[config.mk]
export PLATFORM = sky130hd
export DESIGN_NAME = bkup_regfile
export DESIGN_NICKNAME = d
export VERILOG_FILES = /design/src/rtl/bkup_pkg.sv /design/src/rtl/bkup_evt_ctl.sv /design/src/rtl/bkup_cell.sv /design/src/rtl/bkup_rd_mux.sv /design/src/rtl/bkup_regfile.sv
export SDC_FILE = /design/constraint.sdc
export NUM_CORES = 1
export LEC_CHECK = 0
export ABC_AREA = 1
export BUFFER_PORTS_ARGS = -buffer_cell sky130_fd_sc_hd__buf_2
export CORE_MARGIN = 2
export CORE_UTILIZATION = 50
export DETAILED_ROUTE_END_ITERATION = 6
export PLACE_DENSITY = 0.69
export SYNTH_ARGS = -nofsm -noshare
export SYNTH_HDL_FRONTEND = slang
export SYNTH_SLANG_ARGS = --single-unit
[constraint.sdc]
create_clock -name clk -period 4.4 [get_ports clk]
set_input_delay 0.88 -clock clk [delete_from_list [all_inputs] [get_ports clk]]
set_output_delay 0.88 -clock clk [all_outputs]
set_load 0.02 [all_outputs]
[src/rtl/bkup_pkg.sv]
// Package: shared types for the backup register file.
// Assumes: event pulses are already synchronous to clk.
package bkup_pkg;
    // Per-register event controls from the event decoder.
    typedef struct packed {
        logic wipe;   // clear committed, pending and armed
        logic abort;  // cancel a half-finished write pair
    } evt_ctl_t;
endpackage

[src/rtl/bkup_evt_ctl.sv]
// Module: bkup_evt_ctl
// Converts the event inputs into wipe and abort controls.
// Assumes: a brown-out is destructive only when the backup supply is absent;
// every event cancels any pending write pair.
module bkup_evt_ctl
    import bkup_pkg::*;
(
    input  logic     bat_ok,
    input  logic     brownout_evt,
    input  logic     mclr_evt,
    output evt_ctl_t ctl
);
    // Purpose: derive wipe/abort from the event and supply state.
    always_comb begin
        ctl.wipe  = brownout_evt && !bat_ok;
        ctl.abort = brownout_evt || mclr_evt;
    end
endmodule

[src/rtl/bkup_cell.sv]
// Module: bkup_cell
// One backup register with double-write commit.
// Assumes: wr_hit is already qualified by the address; the reset is power-up
// only and spares the committed value when keep_on_rst is high.
module bkup_cell
    import bkup_pkg::*;
#(
    parameter int DATA_W = 8
) (
    input  logic              clk,
    input  logic              rst_n,
    input  logic              keep_on_rst,
    input  evt_ctl_t          ctl,
    input  logic              wr_hit,
    input  logic [DATA_W-1:0] wr_data,
    output logic [DATA_W-1:0] committed
);
    logic              armed;
    logic [DATA_W-1:0] pending;
    logic              match;

    // Purpose: detect a confirming second write.
    always_comb match = armed && (wr_data == pending);

    // Purpose: track committed value, pending value and armed flag.
    always_ff @(posedge clk) begin
        if (!rst_n) begin
            armed   <= 1'b0;
            pending <= '0;
            if (!keep_on_rst) committed <= '0;
        end else if (ctl.wipe) begin
            armed     <= 1'b0;
            pending   <= '0;
            committed <= '0;
        end else if (ctl.abort) begin
            armed <= 1'b0;
        end else if (wr_hit) begin
            if (match) begin
                committed <= wr_data;
                armed     <= 1'b0;
            end else begin
                pending <= wr_data;
                armed   <= 1'b1;
            end
        end
    end

    // a confirmed write lands in the committed value and disarms.
    a_r3_commit: assert property (@(posedge clk) disable iff (!rst_n)
        (wr_hit && !ctl.abort && armed && wr_data == pending)
        |=> (committed == $past(wr_data)) && !armed);

    // a first write only arms; the committed value holds.
    a_r2_first_arms: assert property (@(posedge clk) disable iff (!rst_n)
        (wr_hit && !ctl.abort && !armed)
        |=> armed && $stable(committed) && (pending == $past(wr_data)));

    // without a hit or an event, the cell's state holds.
    a_r6_idle_hold: assert property (@(posedge clk) disable iff (!rst_n)
        (!wr_hit && !ctl.abort)
        |=> $stable(armed) && $stable(pending) && $stable(committed));

    // a wipe clears everything.
    a_r8_wipe: assert property (@(posedge clk) disable iff (!rst_n)
        ctl.wipe |=> (committed == '0) && !armed);

    // a non-destructive event disarms and keeps the contents.
    a_r10_abort_keep: assert property (@(posedge clk) disable iff (!rst_n)
        (ctl.abort && !ctl.wipe) |=> !armed && $stable(committed));
endmodule

[src/rtl/bkup_rd_mux.sv]
// Module: bkup_rd_mux
// Selects one committed value for the read port.
// Assumes: an address beyond the bank returns zero.
module bkup_rd_mux #(
    parameter int NUM_REGS = 4,
    parameter int DATA_W   = 8,
    parameter int ADDR_W   = 2
) (
    input  logic [NUM_REGS-1:0][DATA_W-1:0] regs,
    input  logic [ADDR_W-1:0]               sel,
    output logic [DATA_W-1:0]               dout
);
    // Purpose: pick the selected register.
    always_comb begin
        dout = '0;
        for (int i = 0; i < NUM_REGS; i++) begin
            if (sel == ADDR_W'(i)) dout = regs[i];
        end
    end
endmodule

[src/rtl/bkup_regfile.sv]
// Module: bkup_regfile (top)
// Bank of backup registers that survive deep sleep, with double-write commit
// and contents kept or wiped by event cause.
// Assumes: all inputs are synchronous to clk; reads are combinational.
module bkup_regfile
    import bkup_pkg::*;
#(
    parameter int NUM_REGS = 4,
    parameter int DATA_W   = 8,
    localparam int ADDR_W  = (NUM_REGS > 1) ? $clog2(NUM_REGS) : 1
) (
    input  logic              clk,
    input  logic              rst_n,
    input  logic              bat_ok,
    input  logic              brownout_evt,
    input  logic              mclr_evt,
    input  logic              wr_en,
    input  logic [ADDR_W-1:0] wr_addr,
    input  logic [DATA_W-1:0] wr_data,
    input  logic [ADDR_W-1:0] rd_addr,
    output logic [DATA_W-1:0] rd_data
);
    evt_ctl_t                        ctl;
    logic [NUM_REGS-1:0]             hit;
    logic [NUM_REGS-1:0][DATA_W-1:0] regs;

    bkup_evt_ctl u_evt (
        .bat_ok       (bat_ok),
        .brownout_evt (brownout_evt),
        .mclr_evt     (mclr_evt),
        .ctl          (ctl)
    );

    for (genvar g = 0; g < NUM_REGS; g++) begin : g_cell
        // Purpose: decode the write address for this register.
        always_comb hit[g] = wr_en && (wr_addr == ADDR_W'(g));

        bkup_cell #(.DATA_W(DATA_W)) u_cell (
            .clk         (clk),
            .rst_n       (rst_n),
            .keep_on_rst (bat_ok),
            .ctl         (ctl),
            .wr_hit      (hit[g]),
            .wr_data     (wr_data),
            .committed   (regs[g])
        );
    end

    bkup_rd_mux #(.NUM_REGS(NUM_REGS), .DATA_W(DATA_W), .ADDR_W(ADDR_W)) u_rd (
        .regs (regs),
        .sel  (rd_addr),
        .dout (rd_data)
    );

    // at most one register is addressed by any write.
    a_r6_one_hit: assert property (@(posedge clk) disable iff (!rst_n)
        $onehot0(hit));

    // a brown-out with the backup supply present keeps the read value.
    a_r9_bat_keep: assert property (@(posedge clk) disable iff (!rst_n)
        (brownout_evt && bat_ok) ##1 $stable(rd_addr) |-> $stable(rd_data));
endmodule

==> impl_metrics.tcl <==
set metrics [dict create \
    cts_tree "done" \
    drive_gt1_frac 0.152 \
    ys_warn_count 0 \
    power.switching_mw 0.361 \
    antenna_found_initial 0 \
    die_w_um 86.9 \
    period_share 0.667 \
    syn_to_final_growth_pct 9.99 \
    die_y_um 86.9 \
    finalNonFillerCells 572 \
    crit_fanout 11 \
    slew_violations 0 \
    via_per_inst 5.22 \
    max_freq_ghz 0.341 \
    first_global_vias 2816 \
    cts_hold_buf 0 \
    start_kind "input pin" \
    ys_types 24 \
    cp.required_ns 3.52 \
    crit_family "simple AND/OR/NAND/NOR gates" \
    grt_usage 0.229 \
    hold_violations 0 \
    initial_core_util 0.511 \
    place.gp.congestion 0.882 \
    finish.instance_area_sq_um 3770 \
    worst_pin_slew_ns 1.02 \
    path_common_cell "buf_2" \
    placed_area_sq_um 3610 \
    ff_latch_area_sq_um 1680 \
    end_kind "primary output" \
    synth_adder_area_share 0 \
    syn_inst 459 \
    fillerInstances 648 \
    swShare 0.276 \
    dieArea_sq_um 7540 \
    synth_fp_nets 477 \
    dp_cells 556 \
    final_core_util 0.562 \
    drt_iter0_markers 175 \
    synth-xor-area-share 0.0179 \
    status "completed" \
    path_class "input pin to primary output" \
    ys_seq_area_frac 0.490 \
    hold_slack_ns 0.501 \
    core_area_sq_um 6720 \
    leakagePower_nw 1.50 \
    postRouteWirelength_mm 8.08 \
    fin_skew_ns 0.0105 \
    clkPwrFrac 0.336 \
    numCtsBuffers 9 \
    ir_worst_vdd_mv 0.175 \
    htreeDepth 3 \
    gr-total-overflow 0 \
    wl_per_cell_um 14.1 \
    yosys.area_share.simple 0.350 \
    cts_root_buf "clkbuf_8" \
    cap_violations 0 \
    cts_setup_buffers 0 \
    cp_slowest_cell "nor2_1" \
    nNetsFinal 505 \
    grt_max_degree 25 \
    post-route-drc-count 0 \
    intPower_mw 0.947 \
    clk_latency_ns 0.35 \
    max_stage_delay_ns 0.45 \
    synth_top_family_by_area "simple AND/OR/NAND/NOR gates" \
    first_pass_iters 4 \
    clock_sinks 68 \
    period_needed_ns 2.94 \
    powerDensity_nw_per_um2 346 \
    crit_chain "buf_2 > nor2_1 > a221oi_1 > a21oi_1 > buf_2" \
    p_comb_frac 0.120 \
    vias 2985 \
    finalSetupViolations 0 \
    port_buffers 25 \
    dp_hpwl_mm 5.85 \
    diodes 0 \
    clk_pin_slew_ns 0.07 \
    pin_count 26 \
    power_frac_seq 0.544 \
    synth_compound_area_frac 0.0594 \
    maxSlewHeadroom 0.321 \
    cts_resized 0 \
    cp_num_buf_inv 2 \
    setup_ws_ns 1.46 \
    clockBufferDepth 2 \
    muxShareOfSynthArea 0 \
    multi_input_comb_area_sq_um 1470 \
    rows 30 \
    dp_slack_ns 1.40 \
    syn_area_sq_um 3430 \
    grt_pass1_wl_mm 13.3 \
    fin_total_pwr_mw 1.31 \
    hold_class "register to register" \
    syn_avg_cell_area_sq_um 7.48 \
    ant_nets 0 \
    tns_ns 0 \
    synth_seq_cells 68 \
    arrival_ns 2.06 \
    grt_setup_unrepaired "no" \
]
==> flip-flops by register name, indices dropped and copies added (netlist names) <==
register and cells:
g_cell.u_cell.committed 32, g_cell.u_cell.armed 4, g_cell.u_cell.pending 32
==> cell families after synthesis <==
logic type                after synthesis
xor gates and xnor gates                7
and+or+nand+nor                       279
buffers and inverters                  68
DFF                                    68
AOI/OAI and AO/OA                      37
==> power by group through the flow <==
stage	clock network [mW]	registers, mW	logic [mW]
detailed placement	0	0.726	0.157
floorplan	0	0.721	0.106
finish	0.439	0.711	0.158
CTS	0.444	0.712	0.157
global route	0.476	0.714	0.174
global placement	0	0.726	0.155
==> path summary, 6_finish.rpt <==
check                                                 start                            end  slack [ns]  cells past startpoint
worst max-delay path                             rd_addr[0]                     rd_data[3]        1.46                      5
worst min register to register  g_cell[0].u_cell.pending[6]    g_cell[0].u_cell.pending[6]        0.50                      2
worst max register to register  g_cell[2].u_cell.pending[3]  g_cell[2].u_cell.committed[2]        2.13                      8
worst min-delay path            g_cell[0].u_cell.pending[6]    g_cell[0].u_cell.pending[6]        0.50                      2
==> cells in the mapped netlist, drive strengths merged <==
| cell | number | area (sq um) |
|---|---|---|
| nand4 | 5 | 31.3 |
| nand2 | 126 | 480 |
| inv | 56 | 210 |
| nand3 | 48 | 275 |
| buf | 7 | 53.8 |
| clkinv | 2 | 7.51 |
| dfxtp | 36 | 721 |
| xor2 | 4 | 35.0 |
| nor2 | 100 | 415 |
| o21ai | 7 | 35.0 |
| a221oi | 4 | 35.0 |
| a21oi | 26 | 134 |
| edfxtp | 32 | 961 |
| xnor2 | 3 | 26.3 |
| clkbuf | 3 | 11.3 |
==> area by class of cell <==
cell class                      instances  area share
Sequential cell                        68       0.445
Inverter                               58      0.0577
Multi-Input combinational cell        323       0.389
Clock buffer                            9      0.0328
Clock inverter                          7      0.0116
Tap cell                               80      0.0265
Timing Repair Buffer                   27      0.0371
==> cells in the final DEF, fill, tap and decap left out <==
| cell type | count |
|---|---|
| clkinvlp_4 | 3 |
| edfxtp_1 | 32 |
| nand3_2 | 2 |
| buf_2 | 25 |
| dfxtp_1 | 36 |
| nand3_1 | 44 |
| clkbuf_8 | 9 |
| nand3_4 | 2 |
| nand4_1 | 5 |
| clkinv_4 | 1 |
| nand2_2 | 3 |
| a221oi_1 | 4 |
| inv_1 | 40 |
| clkinv_2 | 1 |
| inv_2 | 16 |
| nor2_4 | 3 |
| xnor2_1 | 3 |
| a21oi_2 | 1 |
| o21ai_1 | 6 |
| a21oi_1 | 25 |
| nor2_1 | 90 |
| nor2_2 | 7 |
| xor2_1 | 4 |
| buf_4 | 2 |
| clkinv_1 | 4 |
| nand2_1 | 123 |
| o21ai_0 | 1 |
==> tightest hold or removal path: stages, from the launching register on <==
cell and delay [ns]:
dfxtp_1 0.32, nor2_1 0.10, nor2_1 0.05
==> layer usage <==
layer,GRT usage,share of wire,vias up
met3,0.0370,0.048,18
li1,-,-,1511
met5,0,0,-
met2,0.366,0.48,76
met4,0.108,0.027,0
met1,0.303,0.45,1380
Power figures use the tool's default switching activity.
